File: src/rtl/sidetone_cfg_pkg.sv
package sidetone_cfg_pkg;

    localparam int REG_AW = 8;
    localparam int BUS_DW = 32;
    localparam int GAIN_W = 16;
    localparam int COEF_W = 16;

    localparam logic [REG_AW-1:0] OFS_REV    = 8'h00;
    localparam logic [REG_AW-1:0] OFS_SYSCFG = 8'h10;
    localparam logic [REG_AW-1:0] OFS_GAIN   = 8'h24;
    localparam logic [REG_AW-1:0] OFS_COEF   = 8'h28;
    localparam logic [REG_AW-1:0] OFS_CTRL   = 8'h2C;

    localparam int CTRL_EN_BIT    = 0;
    localparam int CTRL_LOAD_BIT  = 1;
    localparam int SYSCFG_IDLE_BIT = 0;

    typedef enum logic [2:0] {
        RSEL_NONE,
        RSEL_REV,
        RSEL_SYSCFG,
        RSEL_GAIN,
        RSEL_COEF,
        RSEL_CTRL
    } rsel_e;

    typedef struct packed {
        logic signed [GAIN_W-1:0] ch1;
        logic signed [GAIN_W-1:0] ch0;
    } gain_pair_t;

    typedef struct packed {
        logic done;
        logic load;
        logic en;
    } ctrl_view_t;

    typedef struct packed {
        logic              wr;
        logic              rd;
        rsel_e             sel;
        logic [BUS_DW-1:0] data;
    } bus_op_t;

    function automatic rsel_e decode_offset(input logic [REG_AW-1:0] a);
        rsel_e s;
        case (a)
            OFS_REV:    s = RSEL_REV;
            OFS_SYSCFG: s = RSEL_SYSCFG;
            OFS_GAIN:   s = RSEL_GAIN;
            OFS_COEF:   s = RSEL_COEF;
            OFS_CTRL:   s = RSEL_CTRL;
            default:    s = RSEL_NONE;
        endcase
        return s;
    endfunction

    function automatic logic [BUS_DW-1:0] ctrl_word(input ctrl_view_t v);
        return {{(BUS_DW-3){1'b0}}, v};
    endfunction

endpackage

File: src/rtl/st_ctrl_regs.sv
module st_ctrl_regs
    import sidetone_cfg_pkg::*;
(
    input  logic              clk,
    input  logic              rst,
    input  logic              wr_syscfg,
    input  logic              wr_gain,
    input  logic              wr_ctrl,
    input  logic [BUS_DW-1:0] wdata,
    output logic              st_enable,
    output logic              auto_idle,
    output gain_pair_t        gains
);

    always_ff @(posedge clk) begin
        if (rst) begin
            st_enable <= 1'b0;
            auto_idle <= 1'b1;
            gains     <= '0;
        end else begin
            if (wr_syscfg) auto_idle <= wdata[SYSCFG_IDLE_BIT];
            if (wr_gain)   gains     <= gain_pair_t'(wdata);
            if (wr_ctrl)   st_enable <= wdata[CTRL_EN_BIT];
        end
    end


    gain_update_chk: assert property (@(posedge clk) disable iff (rst)
        wr_gain |=> gains == $past(wdata));


    idle_hold_chk: assert property (@(posedge clk) disable iff (rst)
        !wr_syscfg |=> $stable(auto_idle));


    enable_hold_chk: assert property (@(posedge clk) disable iff (rst)
        !wr_ctrl |=> $stable(st_enable));

endmodule

File: src/rtl/st_coef_loader.sv
module st_coef_loader
    import sidetone_cfg_pkg::*;
#(
    parameter int NUM_TAPS = 128,
    localparam int TAP_AW  = $clog2(NUM_TAPS),
    localparam int IDX_W   = $clog2(NUM_TAPS + 1)
)(
    input  logic              clk,
    input  logic              rst,
    input  logic              ctrl_wr,
    input  logic              load_bit,
    input  logic              coef_wr,
    input  logic [COEF_W-1:0] coef_data,
    output logic              load_en,
    output logic              load_done,
    output logic              mem_we,
    output logic [TAP_AW-1:0] mem_waddr,
    output logic [COEF_W-1:0] mem_wdata
);

    localparam logic [IDX_W-1:0] LAST_IDX = IDX_W'(NUM_TAPS - 1);
    localparam logic [IDX_W-1:0] FULL_IDX = IDX_W'(NUM_TAPS);

    logic [IDX_W-1:0] idx;
    logic             take;
    logic             start;

    assign take  = coef_wr && load_en && (idx < FULL_IDX);
    assign start = ctrl_wr && load_bit && !load_en;

    always_ff @(posedge clk) begin
        if (rst) begin
            load_en   <= 1'b0;
            load_done <= 1'b0;
            idx       <= '0;
        end else if (ctrl_wr) begin
            load_en <= load_bit;
            if (start) begin
                idx       <= '0;
                load_done <= 1'b0;
            end else if (!load_bit) begin
                load_done <= 1'b0;
            end
        end else if (take) begin
            idx <= idx + 1'b1;
            if (idx == LAST_IDX) load_done <= 1'b1;
        end
    end

    assign mem_we    = take;
    assign mem_waddr = idx[TAP_AW-1:0];
    assign mem_wdata = coef_data;


    idx_bound_chk: assert property (@(posedge clk) disable iff (rst)
        idx <= FULL_IDX);


    done_full_chk: assert property (@(posedge clk) disable iff (rst)
        load_done |-> (idx == FULL_IDX) && load_en);


    idle_write_chk: assert property (@(posedge clk) disable iff (rst)
        (coef_wr && !load_en) |=> $stable(idx) && !$rose(load_done));


    restart_chk: assert property (@(posedge clk) disable iff (rst)
        start |=> (idx == '0) && !load_done);


    no_restart_chk: assert property (@(posedge clk) disable iff (rst)
        (ctrl_wr && load_bit && load_en) |=> $stable(idx));


    done_cause_chk: assert property (@(posedge clk) disable iff (rst)
        $rose(load_done) |-> $past(coef_wr));

endmodule

File: src/rtl/st_coef_mem.sv
module st_coef_mem #(
    parameter int NUM_TAPS = 128,
    parameter int WIDTH    = 16,
    localparam int TAP_AW  = $clog2(NUM_TAPS)
)(
    input  logic              clk,
    input  logic              we,
    input  logic [TAP_AW-1:0] waddr,
    input  logic [WIDTH-1:0]  wdata,
    input  logic [TAP_AW-1:0] raddr,
    output logic [WIDTH-1:0]  rdata
);

    logic [WIDTH-1:0] bank [NUM_TAPS];

    for (genvar g = 0; g < NUM_TAPS; g++) begin : g_tap
        logic [WIDTH-1:0] q;
        always_ff @(posedge clk) begin
            if (we && (waddr == TAP_AW'(g))) q <= wdata;
        end
        assign bank[g] = q;
    end

    assign rdata = bank[raddr];

endmodule

File: src/rtl/sidetone_cfg_top.sv
module sidetone_cfg_top
    import sidetone_cfg_pkg::*;
#(
    parameter int          NUM_TAPS  = 128,
    parameter logic [31:0] REV_VALUE = 32'h0000_0021,
    localparam int         TAP_AW    = $clog2(NUM_TAPS)
)(
    input  logic                     clk,
    input  logic                     rst,
    input  logic                     bus_en,
    input  logic                     bus_we,
    input  logic [REG_AW-1:0]        bus_addr,
    input  logic [BUS_DW-1:0]        bus_wdata,
    output logic [BUS_DW-1:0]        bus_rdata,
    input  logic [TAP_AW-1:0]        tap_raddr,
    output logic [COEF_W-1:0]        tap_rdata,
    output logic                     st_enable,
    output logic                     auto_idle,
    output logic signed [GAIN_W-1:0] gain_ch0,
    output logic signed [GAIN_W-1:0] gain_ch1
);

    bus_op_t           op;
    gain_pair_t        gains;
    logic              load_en;
    logic              load_done;
    logic              mem_we;
    logic [TAP_AW-1:0] mem_waddr;
    logic [COEF_W-1:0] mem_wdata;

    assign op.wr   = bus_en && bus_we;
    assign op.rd   = bus_en && !bus_we;
    assign op.sel  = decode_offset(bus_addr);
    assign op.data = bus_wdata;

    st_ctrl_regs u_regs (
        .clk       (clk),
        .rst       (rst),
        .wr_syscfg (op.wr && (op.sel == RSEL_SYSCFG)),
        .wr_gain   (op.wr && (op.sel == RSEL_GAIN)),
        .wr_ctrl   (op.wr && (op.sel == RSEL_CTRL)),
        .wdata     (op.data),
        .st_enable (st_enable),
        .auto_idle (auto_idle),
        .gains     (gains)
    );

    st_coef_loader #(.NUM_TAPS(NUM_TAPS)) u_load (
        .clk       (clk),
        .rst       (rst),
        .ctrl_wr   (op.wr && (op.sel == RSEL_CTRL)),
        .load_bit  (op.data[CTRL_LOAD_BIT]),
        .coef_wr   (op.wr && (op.sel == RSEL_COEF)),
        .coef_data (op.data[COEF_W-1:0]),
        .load_en   (load_en),
        .load_done (load_done),
        .mem_we    (mem_we),
        .mem_waddr (mem_waddr),
        .mem_wdata (mem_wdata)
    );

    st_coef_mem #(.NUM_TAPS(NUM_TAPS), .WIDTH(COEF_W)) u_mem (
        .clk   (clk),
        .we    (mem_we),
        .waddr (mem_waddr),
        .wdata (mem_wdata),
        .raddr (tap_raddr),
        .rdata (tap_rdata)
    );

    always_comb begin
        bus_rdata = '0;
        if (op.rd) begin
            case (op.sel)
                RSEL_REV:    bus_rdata = REV_VALUE;
                RSEL_SYSCFG: bus_rdata = {{(BUS_DW-1){1'b0}}, auto_idle};
                RSEL_GAIN:   bus_rdata = gains;
                RSEL_CTRL:   bus_rdata = ctrl_word('{done: load_done, load: load_en, en: st_enable});
                default:     bus_rdata = '0;
            endcase
        end
    end

    assign gain_ch0 = gains.ch0;
    assign gain_ch1 = gains.ch1;


    quiet_bus_chk: assert property (@(posedge clk) disable iff (rst)
        !op.rd |-> bus_rdata == '0);


    done_readonly_chk: assert property (@(posedge clk) disable iff (rst)
        (op.wr && op.sel == RSEL_CTRL && !load_done) |=> !load_done);

endmodule

File: config.mk
export PLATFORM = sky130hd
export DESIGN_NAME = sidetone_cfg_top
export DESIGN_NICKNAME = d
export VERILOG_FILES = /design/src/rtl/sidetone_cfg_pkg.sv /design/src/rtl/st_ctrl_regs.sv /design/src/rtl/st_coef_loader.sv /design/src/rtl/st_coef_mem.sv /design/src/rtl/sidetone_cfg_top.sv
export SDC_FILE = /design/constraint.sdc
export NUM_CORES = 2
export LEC_CHECK = 0
export BUFFER_PORTS_ARGS = -buffer_cell sky130_fd_sc_hd__buf_2
export CAP_MARGIN = 30
export CORE_UTILIZATION = 60
export CTS_CLUSTER_DIAMETER = 40
export DETAILED_ROUTE_END_ITERATION = 8
export HOLD_SLACK_MARGIN = 0.06
export PLACE_DENSITY_LB_ADDON = 0.25
export RECOVER_POWER = 50
export SETUP_SLACK_MARGIN = 0.5
export SLEW_MARGIN = 25
export SYNTH_ARGS = -nofsm -noshare
export SYNTH_HDL_FRONTEND = slang
export SYNTH_SLANG_ARGS = --single-unit
File: constraint.sdc
create_clock -name clk -period 8.08 [get_ports clk]
set_input_delay 0.808 -clock clk [delete_from_list [all_inputs] [get_ports clk]]
set_output_delay 0.808 -clock clk [all_outputs]
set_load 0.005 [all_outputs]
==> metrics.cfg <==
[status]
result_of_the_run = finished, violations left
violations = capacitance limit, slew limit

[setup_path]
critPathMaxFanout = 68
cp_top_family = buffers and inverters
endpoint_kind = register
cp.buffers_inverters = 3
critical_path.cell_chain = clkbuf_1 > clkbuf_1 > clkbuf_1
crit_top_cell = sky130_fd_sc_hd__clkbuf_1
crit_required_ns = 8.19
critical_path.slowest_cell = sky130_fd_sc_hd__clkbuf_1
worstSetupPathType = in2reg
timing.critical_path.from_type = primary input
slowest_stage_delay_cp_ns = 2.49
cp.arrival_ns = 6.00

[flow_run]
max_cap_viol_count = 33

[cts]
insertion_delay_ns = 0.85
cts_buffers = 213
cts.path.max_buffers = 3
cts-root-buf = sky130_fd_sc_hd__clkbuf_16
clock_sink_count = 2092
cts.repair_timing.setup_buffer_count = 0
clk_pin_slew_ns = 0.06
h-tree-depth = 4
cts-resized-gates = 0
cts_hold_buf = 0
clock_tree_from_tritoncts = built

[pwr]
power_leakage_nw = 28.40
p_clk_share_pct = 43.2
power_density_nw_per_um2 = 251.0
power.share.sequential_pct = 52.2
share_comb_of_total_power_pct = 4.6
internal-power_mw = 17.97
max-vdd-ir-drop_v = 0.0002235
netSwitchingPower_mw = 4.876
swShare_pct = 21.34

[floorplan]
die_area_um2 = 135100
die_height_um = 367.6
fp.coreArea_um2 = 132000
core.rowCount = 133
starting_utilization_of_the_core_area_pct = 60.77
die_width_um = 367.6
num_io_pins = 133

[drt]
drt_wl_total_mm = 205.9
vias = 39020
first_iter_violations = 6356
route.met2.wl_mm = 98.59
routed_wire_length_per_instance_um = 36.62
post_drt_via_cell_ratio = 6.940
route.layer.met1.wl_mm = 76.16
ant_nets = 0
drcViolationCount = 0
met3RoutedLength_mm = 25.02
routed.top_layer = met5
dr.pass1.iters = 6

[finish]
area_growth_pct = 13.48
final_net_count = 3731
drive_above_1_share_pct = 33.54
final_design_area_no_fill_um2 = 91010
filler_cell_count = 7623
finish.utilization_pct = 68.96

[timing]
finalHoldViolations = 0
slew_violations = 2106
tightest_slew_ns = 4.880
rsz0062_at_grt = false
final_setup_violation_count = 0
final.hold.worst_slack_ns = 0.2012
achievable-frequency_mhz = 169.9
setup_tns_ns = 0
finalCritPeriodShare_pct = 72.85
finClkSkew_ns = 0.05781
timing.final.crit_period_ns = 5.886
slew_headroom_pct = -225.3

[global_routing]
grt_first_pass_wirelength_mm = 290.5
grtUsageTotal_pct = 31.05
grt_antenna_before_repair = 17
first_global_vias = 39380
globalRoute.totalOverflow = 0
grt_max_degree = 114

[yosys]
synth_cell_types = 36
net_count_after_synthesis = 3386
synthesis.area_per_instance_um2 = 24.07
netlist_instances = 3331
synth-seq-cells = 2092
synth_sequential_area_ratio_pct = 77.79
mappedNetlistArea_um2 = 80190
ys.warnings.count = 0

[place]
port-buffer-count = 132
place_hpwl_mm = 113.4
postPlaceCellArea_um2 = 84000
gp_routability_congestion = 0.8534

[hold_path]
timing.hold.worst.class = in2reg

path summary, 6_finish.rpt:
check | from | endpoint | slack [ns] | cells after the start
max | bus_wdata[1] | u_mem.g_tap[68].q[1] | 2.19 | 3
min | bus_wdata[31] | u_regs.gains[31] | 0.20 | 3
max reg2reg | u_load.load_en | u_mem.g_tap[110].q[13] | 4.25 | 6
min reg2reg | u_regs.gains[31] | u_regs.gains[31] | 0.47 | 2
cells in the mapped netlist:
master	instances	area share [%]
sky130_fd_sc_hd__nand3_1	21	0.13
sky130_fd_sc_hd__a41oi_1	1	0.011
sky130_fd_sc_hd__ha_1	4	0.062
sky130_fd_sc_hd__edfxtp_1	2048	77
sky130_fd_sc_hd__mux2i_1	6	0.075
sky130_fd_sc_hd__buf_4	1	0.0094
sky130_fd_sc_hd__or4_1	1	0.0094
sky130_fd_sc_hd__xor2_1	5	0.055
sky130_fd_sc_hd__a2111oi_0	1	0.011
sky130_fd_sc_hd__buf_1	25	0.12
sky130_fd_sc_hd__nand3b_1	3	0.028
sky130_fd_sc_hd__clkbuf_1	102	0.48
sky130_fd_sc_hd__a21oi_1	34	0.21
sky130_fd_sc_hd__buf_6	1	0.014
sky130_fd_sc_hd__nor2b_1	2	0.016
sky130_fd_sc_hd__a31oi_1	1	0.0078
sky130_fd_sc_hd__and4b_1	1	0.012
sky130_fd_sc_hd__nor3_1	6	0.037
sky130_fd_sc_hd__nand2_1	80	0.37
sky130_fd_sc_hd__dfxtp_1	44	1.1
sky130_fd_sc_hd__mux4_2	672	19
sky130_fd_sc_hd__and3_1	5	0.039
sky130_fd_sc_hd__nor2_1	146	0.68
sky130_fd_sc_hd__a31o_2	1	0.011
sky130_fd_sc_hd__or3b_2	1	0.011
sky130_fd_sc_hd__o21ai_0	3	0.019
sky130_fd_sc_hd__nand4_1	5	0.039
sky130_fd_sc_hd__nand4b_1	1	0.011
sky130_fd_sc_hd__inv_1	4	0.019
sky130_fd_sc_hd__nor4_1	2	0.016
sky130_fd_sc_hd__buf_2	52	0.32
sky130_fd_sc_hd__or3_1	1	0.0078
sky130_fd_sc_hd__nor4b_1	1	0.011
sky130_fd_sc_hd__and2_1	31	0.24
sky130_fd_sc_hd__mux2_2	16	0.22
sky130_fd_sc_hd__nand2b_1	3	0.023
routing by layer:
layer | vias to the layer above | GRT usage (%)
met5 | - | 0
met4 | 2 | 8.710
met3 | 361 | 7.081
met2 | 2923 | 48.21
met1 | 20740 | 45.17
li1 | 14990 | -
sequential cells by signal, indices dropped and copies added (netlist names):
register,count
u_mem.g_tap.q,2048
u_load.load_done,1
u_load.idx,8
u_regs.gains,32
u_load.load_en,1
u_regs.auto_idle,1
u_regs.st_enable,1
cells in the final DEF (no fill, tap or decap), types with 4 or more instances in the layout:
master	instances
sky130_fd_sc_hd__clkinv_1	34
sky130_fd_sc_hd__nand3_1	21
sky130_fd_sc_hd__nor3_1	5
sky130_fd_sc_hd__inv_6	18
sky130_fd_sc_hd__nand2_1	80
sky130_fd_sc_hd__xor2_1	5
sky130_fd_sc_hd__clkinv_4	10
sky130_fd_sc_hd__buf_4	140
sky130_fd_sc_hd__ha_1	4
sky130_fd_sc_hd__nor2_1	127
sky130_fd_sc_hd__clkbuf_1	94
sky130_fd_sc_hd__and2_1	31
sky130_fd_sc_hd__nand4_1	5
sky130_fd_sc_hd__buf_2	92
sky130_fd_sc_hd__nor2_4	13
sky130_fd_sc_hd__nor2_2	6
sky130_fd_sc_hd__clkinvlp_4	25
sky130_fd_sc_hd__clkbuf_8	4
sky130_fd_sc_hd__and3_1	5
sky130_fd_sc_hd__buf_8	4
sky130_fd_sc_hd__mux2i_1	6
sky130_fd_sc_hd__diode_2	4
sky130_fd_sc_hd__a21oi_1	34
sky130_fd_sc_hd__clkbuf_16	216
sky130_fd_sc_hd__mux2_2	16
sky130_fd_sc_hd__edfxtp_1	2048
sky130_fd_sc_hd__mux4_2	672
sky130_fd_sc_hd__bufinv_16	20
sky130_fd_sc_hd__dfxtp_1	44
sky130_fd_sc_hd__inv_8	4
sky130_fd_sc_hd__buf_12	14
sky130_fd_sc_hd__clkinv_2	28
per-stage QoR:
stage / power [mW] / setup slack, ns / cells
2_1_floorplan: 12.68 / 4.071 / 3331
3_3_place_gp: 13.15 / 2.721 / 5206
3_5_place_dp: 13.18 / 2.743 / 5210
4_1_cts: 22.89 / 2.741 / 5613
5_1_grt: 23.34 / 2.183 / 5620
6_report: 22.84 / 2.194 / 5623
cells by family (layout without fill, tap and decap cells):
family | count (synthesis) | count (layout) | synth area share [%]
DFF | 2092 | 2092 | 77.79
adders and majority gates | 4 | 4 | 0.06241
and+or+nand+nor | 310 | 310 | 1.691
other | 0 | 4 | 0
muxes | 694 | 694 | 19.17
buffers and inverters | 185 | 718 | 0.9611
AOI/OAI and AO/OA | 41 | 41 | 0.2715
xor gates and xnor gates | 5 | 5 | 0.05461
power groups by stage:
| stage | Clock [mW] | Combinational [mW] | Sequential (mW) |
|---|---|---|---|
| CTS | 9.93 | 1.05 | 11.9 |
| floorplan | 0 | 0.547 | 12.1 |
| finish | 9.87 | 1.05 | 11.9 |
| detailed placement | 0 | 1.04 | 12.1 |
| global route | 10.3 | 1.08 | 11.9 |
| global placement | 0 | 1.01 | 12.1 |
worst register-to-register path: stages (launching register included):
cell and delay, ns:
sky130_fd_sc_hd__dfxtp_1 0.41, sky130_fd_sc_hd__inv_1 0.08, sky130_fd_sc_hd__nor3_1 0.43, sky130_fd_sc_hd__and2_1 0.54, sky130_fd_sc_hd__nand3_1 0.67, sky130_fd_sc_hd__nor2_1 0.99
sky130_fd_sc_hd__buf_4 0.39
cell type report:
| type | instances | area, µm² | share of cell area, % |
|---|---|---|---|
| repair buffers | 311 | 2141 | 2.352 |
| multi-input cells | 1054 | 17170 | 18.86 |
| clock inverters | 145 | 1505 | 1.654 |
| diodes | 4 | 10.01 | 0.01100 |
| flip-flops and latches | 2092 | 62380 | 68.54 |
| clock buffers | 258 | 5593 | 6.146 |
| inverters | 4 | 15.01 | 0.01650 |
| well taps | 1755 | 2196 | 2.413 |
Note: power is estimated with default switching activity, not from simulation.
